**config.mk**
```make
export PLATFORM = sky130hd
export DESIGN_NAME = rtc_calendar_core
export DESIGN_NICKNAME = d
export VERILOG_FILES = /design/src/rtl/rtc_cal_pkg.sv /design/src/rtl/rtc_field_ctr.sv /design/src/rtl/rtc_irq_latch.sv /design/src/rtl/rtc_calendar_core.sv
export SDC_FILE = /design/constraint.sdc
export NUM_CORES = 1
export LEC_CHECK = 0
export BUFFER_PORTS_ARGS = -buffer_cell sky130_fd_sc_hd__buf_2
export CORE_ASPECT_RATIO = 1.1
export CORE_MARGIN = 2
export CORE_UTILIZATION = 54
export CTS_CLUSTER_SIZE = 30
export DETAILED_ROUTE_END_ITERATION = 12
export HOLD_SLACK_MARGIN = 0.15
export PLACE_DENSITY = 0.91
export SLEW_MARGIN = 20
export SYNTH_ARGS = -nofsm -noshare
export SYNTH_HDL_FRONTEND = slang
export SYNTH_SLANG_ARGS = --single-unit
```
**constraint.sdc**
```tcl
create_clock -name clk -period 3.08 [get_ports clk]
set_input_delay 0.308 -clock clk [delete_from_list [all_inputs] [get_ports clk]]
set_output_delay 0.308 -clock clk [all_outputs]
set_load 0.02 [all_outputs]
```
**src/rtl/rtc_cal_pkg.sv**
```systemverilog
package rtc_cal_pkg;

    localparam int SEC_W  = 6;
    localparam int MIN_W  = 6;
    localparam int HOUR_W = 5;
    localparam int MDAY_W = 5;
    localparam int WDAY_W = 3;
    localparam int YDAY_W = 9;
    localparam int MON_W  = 4;
    localparam int YEAR_W = 12;
    localparam int NFIELD = 8;
    localparam int DATA_W = YEAR_W;

    typedef enum logic [2:0] {
        F_SEC  = 3'd0,
        F_MIN  = 3'd1,
        F_HOUR = 3'd2,
        F_MDAY = 3'd3,
        F_WDAY = 3'd4,
        F_YDAY = 3'd5,
        F_MON  = 3'd6,
        F_YEAR = 3'd7
    } field_e;

    typedef struct packed {
        logic [YEAR_W-1:0] year;
        logic [MON_W-1:0]  mon;
        logic [YDAY_W-1:0] yday;
        logic [WDAY_W-1:0] wday;
        logic [MDAY_W-1:0] mday;
        logic [HOUR_W-1:0] hour;
        logic [MIN_W-1:0]  min;
        logic [SEC_W-1:0]  sec;
    } cal_t;

    function automatic logic is_leap(input logic [YEAR_W-1:0] yr);
        return (yr[1:0] == 2'b00);
    endfunction

    function automatic logic [MDAY_W-1:0] month_days(input logic [MON_W-1:0] m,
                                                     input logic leap);
        case (m)
            4'd2:                   return leap ? MDAY_W'(29) : MDAY_W'(28);
            4'd4, 4'd6, 4'd9, 4'd11: return MDAY_W'(30);
            default:                return MDAY_W'(31);
        endcase
    endfunction

    function automatic logic [YDAY_W-1:0] year_days(input logic leap);
        return leap ? YDAY_W'(366) : YDAY_W'(365);
    endfunction

endpackage

```
**src/rtl/rtc_field_ctr.sv**
```systemverilog
module rtc_field_ctr #(
    parameter int W  = 6,
    parameter int LO = 0
) (
    input  logic         clk,
    input  logic         rst,
    input  logic         inc_i,
    input  logic [W-1:0] top_i,
    input  logic         wr_i,
    input  logic [W-1:0] wdata_i,
    output logic [W-1:0] val_o,
    output logic         wrap_o
);
    localparam logic [W-1:0] LO_V = W'(LO);

    logic [W-1:0] val_q;

    assign wrap_o = inc_i && (val_q == top_i);
    assign val_o  = val_q;

    always_ff @(posedge clk) begin
        if (rst)
            val_q <= LO_V;
        else if (wr_i)
            val_q <= wdata_i;
        else if (inc_i)
            val_q <= wrap_o ? LO_V : val_q + 1'b1;
    end


    step_up_chk: assert property (@(posedge clk) disable iff (rst)
        inc_i && !wr_i && (val_q != top_i) |=> val_q == W'($past(val_q) + 1'b1));


    wrap_low_chk: assert property (@(posedge clk) disable iff (rst)
        inc_i && !wr_i && (val_q == top_i) |=> val_q == LO_V);


    load_chk: assert property (@(posedge clk) disable iff (rst)
        wr_i |=> val_q == $past(wdata_i));

endmodule

```
**src/rtl/rtc_irq_latch.sv**
```systemverilog
module rtc_irq_latch #(
    parameter int N = 8
) (
    input  logic         clk,
    input  logic         rst,
    input  logic [N-1:0] event_i,
    input  logic [N-1:0] mask_i,
    input  logic         clr_i,
    output logic         irq_o
);
    logic irq_q;
    logic hit;

    assign hit   = |(event_i & mask_i);
    assign irq_o = irq_q;

    always_ff @(posedge clk) begin
        if (rst)
            irq_q <= 1'b0;
        else if (hit)
            irq_q <= 1'b1;
        else if (clr_i)
            irq_q <= 1'b0;
    end


    masked_set_chk: assert property (@(posedge clk) disable iff (rst)
        hit |=> irq_q);


    sticky_chk: assert property (@(posedge clk) disable iff (rst)
        irq_q && !clr_i |=> irq_q);


    ack_clear_chk: assert property (@(posedge clk) disable iff (rst)
        clr_i && !hit |=> !irq_q);


    no_spurious_chk: assert property (@(posedge clk) disable iff (rst)
        !irq_q && !hit |=> !irq_q);

endmodule

```
**src/rtl/rtc_calendar_core.sv**
```systemverilog
module rtc_calendar_core
    import rtc_cal_pkg::*;
(
    input  logic              clk,
    input  logic              rst,
    input  logic              tick_1hz,
    input  logic              run_en,
    input  logic              wr_en,
    input  logic [2:0]        wr_sel,
    input  logic [DATA_W-1:0] wr_data,
    input  logic [NFIELD-1:0] inc_mask,
    input  logic              ack_we,
    input  logic              ack_bit0,
    output logic [SEC_W-1:0]  sec_o,
    output logic [MIN_W-1:0]  min_o,
    output logic [HOUR_W-1:0] hour_o,
    output logic [MDAY_W-1:0] mday_o,
    output logic [WDAY_W-1:0] wday_o,
    output logic [YDAY_W-1:0] yday_o,
    output logic [MON_W-1:0]  month_o,
    output logic [YEAR_W-1:0] year_o,
    output logic              irq_o
);
    cal_t              cal;
    logic [NFIELD-1:0] fld_we;
    logic [NFIELD-1:0] adv;
    logic              sec_wrap, min_wrap, hour_wrap, mday_wrap, mon_wrap;
    logic              wday_wrap, yday_wrap, year_wrap;
    logic              leap;
    logic              step;

    assign step = run_en && tick_1hz;
    assign leap = is_leap(cal.year);

    for (genvar k = 0; k < NFIELD; k++) begin : g_we
        assign fld_we[k] = wr_en && !run_en && (wr_sel == 3'(k));
    end

    // carry ripple within one cycle
    assign adv[F_SEC]  = step;
    assign adv[F_MIN]  = sec_wrap;
    assign adv[F_HOUR] = min_wrap;
    assign adv[F_MDAY] = hour_wrap;
    assign adv[F_WDAY] = hour_wrap;
    assign adv[F_YDAY] = hour_wrap;
    assign adv[F_MON]  = mday_wrap;
    assign adv[F_YEAR] = mon_wrap;

    rtc_field_ctr #(.W(SEC_W), .LO(0)) u_sec (
        .clk(clk), .rst(rst), .inc_i(adv[F_SEC]), .top_i(SEC_W'(59)),
        .wr_i(fld_we[F_SEC]), .wdata_i(wr_data[SEC_W-1:0]),
        .val_o(cal.sec), .wrap_o(sec_wrap));

    rtc_field_ctr #(.W(MIN_W), .LO(0)) u_min (
        .clk(clk), .rst(rst), .inc_i(adv[F_MIN]), .top_i(MIN_W'(59)),
        .wr_i(fld_we[F_MIN]), .wdata_i(wr_data[MIN_W-1:0]),
        .val_o(cal.min), .wrap_o(min_wrap));

    rtc_field_ctr #(.W(HOUR_W), .LO(0)) u_hour (
        .clk(clk), .rst(rst), .inc_i(adv[F_HOUR]), .top_i(HOUR_W'(23)),
        .wr_i(fld_we[F_HOUR]), .wdata_i(wr_data[HOUR_W-1:0]),
        .val_o(cal.hour), .wrap_o(hour_wrap));

    rtc_field_ctr #(.W(MDAY_W), .LO(1)) u_mday (
        .clk(clk), .rst(rst), .inc_i(adv[F_MDAY]), .top_i(month_days(cal.mon, leap)),
        .wr_i(fld_we[F_MDAY]), .wdata_i(wr_data[MDAY_W-1:0]),
        .val_o(cal.mday), .wrap_o(mday_wrap));

    rtc_field_ctr #(.W(WDAY_W), .LO(0)) u_wday (
        .clk(clk), .rst(rst), .inc_i(adv[F_WDAY]), .top_i(WDAY_W'(6)),
        .wr_i(fld_we[F_WDAY]), .wdata_i(wr_data[WDAY_W-1:0]),
        .val_o(cal.wday), .wrap_o(wday_wrap));

    rtc_field_ctr #(.W(YDAY_W), .LO(1)) u_yday (
        .clk(clk), .rst(rst), .inc_i(adv[F_YDAY]), .top_i(year_days(leap)),
        .wr_i(fld_we[F_YDAY]), .wdata_i(wr_data[YDAY_W-1:0]),
        .val_o(cal.yday), .wrap_o(yday_wrap));

    rtc_field_ctr #(.W(MON_W), .LO(1)) u_mon (
        .clk(clk), .rst(rst), .inc_i(adv[F_MON]), .top_i(MON_W'(12)),
        .wr_i(fld_we[F_MON]), .wdata_i(wr_data[MON_W-1:0]),
        .val_o(cal.mon), .wrap_o(mon_wrap));

    rtc_field_ctr #(.W(YEAR_W), .LO(0)) u_year (
        .clk(clk), .rst(rst), .inc_i(adv[F_YEAR]), .top_i({YEAR_W{1'b1}}),
        .wr_i(fld_we[F_YEAR]), .wdata_i(wr_data[YEAR_W-1:0]),
        .val_o(cal.year), .wrap_o(year_wrap));

    rtc_irq_latch #(.N(NFIELD)) u_irq (
        .clk(clk), .rst(rst), .event_i(adv), .mask_i(inc_mask),
        .clr_i(ack_we && ack_bit0), .irq_o(irq_o));

    assign sec_o   = cal.sec;
    assign min_o   = cal.min;
    assign hour_o  = cal.hour;
    assign mday_o  = cal.mday;
    assign wday_o  = cal.wday;
    assign yday_o  = cal.yday;
    assign month_o = cal.mon;
    assign year_o  = cal.year;


    halt_hold_chk: assert property (@(posedge clk) disable iff (rst)
        !run_en && !wr_en |=> $stable(cal));


    run_wr_ignore_chk: assert property (@(posedge clk) disable iff (rst)
        run_en && wr_en && !tick_1hz |=> $stable(cal));


    day_together_chk: assert property (@(posedge clk) disable iff (rst)
        hour_wrap |=> (cal.hour == '0) && ($past(cal.wday) == 3'd6 ? cal.wday == '0
                                          : cal.wday == $past(cal.wday) + 1'b1));


    yday_wrap_chk: assert property (@(posedge clk) disable iff (rst)
        yday_wrap |=> cal.yday == YDAY_W'(1));


    single_event_chk: assert property (@(posedge clk) disable iff (rst)
        !step |-> adv == '0);

    logic unused_wraps;
    assign unused_wraps = wday_wrap ^ year_wrap;

endmodule

```
==> impl_summary.md <==
Place
Detailed placement finished with a half-perimeter wire length of 6980 µm. In this run, placement finished with an instance count of 576. The total of buffers placed on input and output ports is 80. OpenSTA, run right after detailed placement, puts the worst setup slack at 0.498 ns. Summing all placed instances gives a cell area of 0.00383 mm².

Routability-driven placement finished with a final weighted congestion of 0.912.

Critical path
The kind of start point of the critical path is a flip-flop. The maximum single-stage delay on the critical path is 0.65 ns. The maximum fanout encountered on the critical timing path is 17.

Walking the worst path, the cells encountered are ha_1 -> nand4b_1 -> nor3_2 -> nand2_2 -> nor4_4 -> nor3_1 -> a221o_1. At the worst endpoint, the required time is 3.28 ns. The nature of the critical path endpoint is a flip-flop.

At the worst endpoint, the arrival time is 2.87 ns. The cell with the biggest individual delay on the critical path is sky130_fd_sc_hd__nor4_4. The kind of critical path is reg2reg.

Floorplan
The area enclosed by the die boundary is 0.00692 mm². From left edge to right edge, the die measures 79.5 µm. During I/O placement, the number of pins put on the boundary was 81. Once the floorplan was initialized, standard cells occupied 55.3% of the core.

The initialized floorplan defines 30 standard-cell rows. The die is 87.0 µm tall. The area of the core region is 0.00612 mm².

STA
On the final layout, the worst hold slack is 0.261 ns. The count of endpoints failing hold in the final timing report is 0. For this run, the top clock speed supported by timing is 0.376 GHz.

The number of pins with negative max-slew slack in the final report is 0. Setup total negative slack on the finished layout was measured at 0 ns. The headroom to the max-slew limit is 51.7%. The setup slack of the critical path after layout is 0.417 ns. The total setup violations reported at the end of the flow is 0. At the pin with the least slew margin, the transition time is 0.719 ns. Setup repair after global routing left no endpoint under its margin. The worst path in the final design needs a cycle of 2.66 ns, including I/O delays and setup. In the finished design, the share of the clock period the worst path needs comes to 86.5%.

For the final database, setup skew stands at 0.0129 ns.

CTS
The CTS buffer count is 5. The number of buffers inserted to repair setup after CTS is 0. The clock reaches the later pin of the worst-skew pair after 0.32 ns. The sink count of the clock tree is 51.

The H-tree was split into 2 levels. The clock-pin slew of the registers on the worst-case setup and hold paths is 0.10 ns. The post-cts resize count is 0. The TritonCTS clock tree is built.

The clock root buffer is sky130_fd_sc_hd__clkbuf_8. The number of hold-repair buffers added at the cts stage is 0. The maximum count of clock buffers along a single path is 2.

Layout
The final-layout fill cell count is 549. Summing all multi-input logic gate instances after layout gives 0.00222 mm². The antenna diode instance count is 0. The non-filler instance count after layout is 584. In the final layout, flip-flops and latches occupy 0.00102 mm². Cells with a size suffix above 1 make up 21.8% of the layout. The layout net count is 546. The post-route cell area is 0.00394 mm². From synthesis to final layout, the design area changed by 16.4%.

Global route
The global-route usage over all layers is 28.9%. The number of global-route vias before repair was 3,537. For this run the aggregate overflow at the end of global routing stands at 0. The largest net degree at the start of global routing is 46. The initial antenna violation count is 0.

The wire length of the first global-routing pass is 16,100 µm.

Route
The count of routing violations after the opening detailed-route iteration is 308. The first-pass iteration count of the detailed router is 5. The residual antenna-violating net count after detailed routing is 0. In the final routed layout, each cell accounts on average for 17.0 µm. After detailed routing, the number of remaining DRC violations is 0. The sum of routed wire length over all layers is 9910 µm. The via density per instance is 6.42. The routed layout has 3,750 vias.

Synth
The synthesized area divided by synthesized cell count is 7.82 µm². Ranked by total cell area, the synthesized netlist is headed by sky130_fd_sc_hd__dfxtp_1, sky130_fd_sc_hd__nor2_1, sky130_fd_sc_hd__nand2_1. Summed over all instances, the cell type with the most area after synthesis is sky130_fd_sc_hd__dfxtp_1. Synthesis produced 433 cells. The most frequent cell after synthesis is sky130_fd_sc_hd__dfxtp_1.

The net count after synthesis is 476. Ranked by instance count, the synthesized netlist is headed by sky130_fd_sc_hd__dfxtp_1, sky130_fd_sc_hd__nor2_1, sky130_fd_sc_hd__nand2_1. The count of unique library cells instantiated by Yosys is 65. The share of flip-flops with an asynchronous set or reset is 0%. In the synthesized netlist the dominant register cell turns out to be sky130_fd_sc_hd__dfxtp_1. The flop and latch count out of synthesis is 51.

The warning count from the yosys run is 0. The synthesized design contains 0 enable-type register cells. The post-synthesis sequential area ratio is 30.2%. The area of the mapped netlist is 0.00339 mm².

The area share of the leading cell type in the synthesized netlist is 30.2%.

Power and ir drop
Of the total power, registers draw 52.4%. Dividing total power by cell area gives a power density of 339 mW/mm². The clock network burns 36.1% of the power. Of the total power, combinational logic draws 11.5%. Net switching is 27.0% of the power. The analysis attributes to net switching a power of 0.360 mW. In this run the static leakage power is 1.56 nW.

The internal cell power is 0.975 mW. The worst voltage drop across the vdd grid is 279 µV.

Status
The run finished with clean final reports.

Job
The number of violations of the max-capacitance limit is 0.

Hold path
The worst hold path class is in2reg.
## kinds of logic (layout without fill, tap and decap cells)
kind of cell    count (synthesis)  in the layout  synth area share [%]
compound gates                125            125                  26.1
xor+xnor                       10             10                  3.14
fa+ha+maj                      13             13                  4.80
buf+inv                        33            104                  4.18
flops                          51             51                  30.2
mux                             3              3                 0.887
simple gates                  198            198                  30.7
## power groups by stage
stage	clock, mW	combinational, mW	sequential (mW)
after detailed placement	0	0.151	0.714
final	0.481	0.154	0.700
after CTS	0.484	0.152	0.699
after floorplan	0	0.0745	0.728
after global placement	0	0.148	0.712
after global routing	0.514	0.166	0.703
## layout by cell type, fill, tap and decap left out, types with 5 or more instances in the layout
master / instances
sky130_fd_sc_hd__buf_2: 80
sky130_fd_sc_hd__nor2_1: 46
sky130_fd_sc_hd__a31oi_1: 6
sky130_fd_sc_hd__nor3b_1: 5
sky130_fd_sc_hd__o21ai_0: 16
sky130_fd_sc_hd__inv_1: 10
sky130_fd_sc_hd__clkbuf_8: 5
sky130_fd_sc_hd__nand3_1: 31
sky130_fd_sc_hd__and3_1: 5
sky130_fd_sc_hd__nand4_1: 10
sky130_fd_sc_hd__a22oi_1: 9
sky130_fd_sc_hd__xor2_1: 5
sky130_fd_sc_hd__nand2_1: 45
sky130_fd_sc_hd__ha_1: 13
sky130_fd_sc_hd__a211oi_1: 14
sky130_fd_sc_hd__a21oi_1: 31
sky130_fd_sc_hd__dfxtp_1: 51
sky130_fd_sc_hd__nor3_1: 18
sky130_fd_sc_hd__buf_4: 6
sky130_fd_sc_hd__nand4b_1: 5
## stage by stage
step / utilization [%] / total power [mW]
global placement: 62.6 / 0.860
detailed placement: 62.6 / 0.865
floorplan: - / 0.803
finish: 64.4 / 1.34
global route: 64.4 / 1.38
CTS: 64.4 / 1.33
## critical path, delay by kind of cell, from the launching register on
kind / cells / cell delay [ns]
flops: 1 / 0.42
fa+ha+maj: 1 / 0.27
compound gates: 1 / 0.28
simple gates: 5 / 1.57
## final timing paths
kind         slack [ns]  cells after the start                            to                         start
max                0.42                      7  u_year.val_o[4]$_SDFFE_PP0P_  u_hour.val_o[0]$_SDFFE_PP0P_
min                0.26                      2  u_year.val_o[8]$_SDFFE_PP0P_                    wr_data[8]
max reg2reg        0.42                      7  u_year.val_o[4]$_SDFFE_PP0P_  u_hour.val_o[0]$_SDFFE_PP0P_
min reg2reg        0.52                      2  u_hour.val_o[1]$_SDFFE_PP0P_  u_hour.val_o[1]$_SDFFE_PP0P_
## per-layer routing
metal	vias up	wire length, µm	track usage, %
li1	1779	-	-
met1	1757	4030	35.5
met2	192	4760	49.0
met3	22	882	6.12
met4	0	235	11.9
met5	-	0	0
## sequential cells by signal, summed over array words and instances (netlist names), 3 cells and up
name,count
u_min.val_o,6
u_year.val_o,12
u_sec.val_o,6
u_mday.val_o,5
u_mon.val_o,4
u_yday.val_o,9
u_wday.val_o,3
u_hour.val_o,5
## final cells by class
| cell class | count | area share (%) |
|---|---|---|
| inverters | 10 | 0.953 |
| multi-input cells | 349 | 56.4 |
| repair buffers | 86 | 11.3 |
| clock inverters | 3 | 1.11 |
| clock buffers | 5 | 1.75 |
| flip-flops and latches | 51 | 25.9 |
| well taps | 80 | 2.54 |
Note: power is estimated with default switching activity, not from simulation.
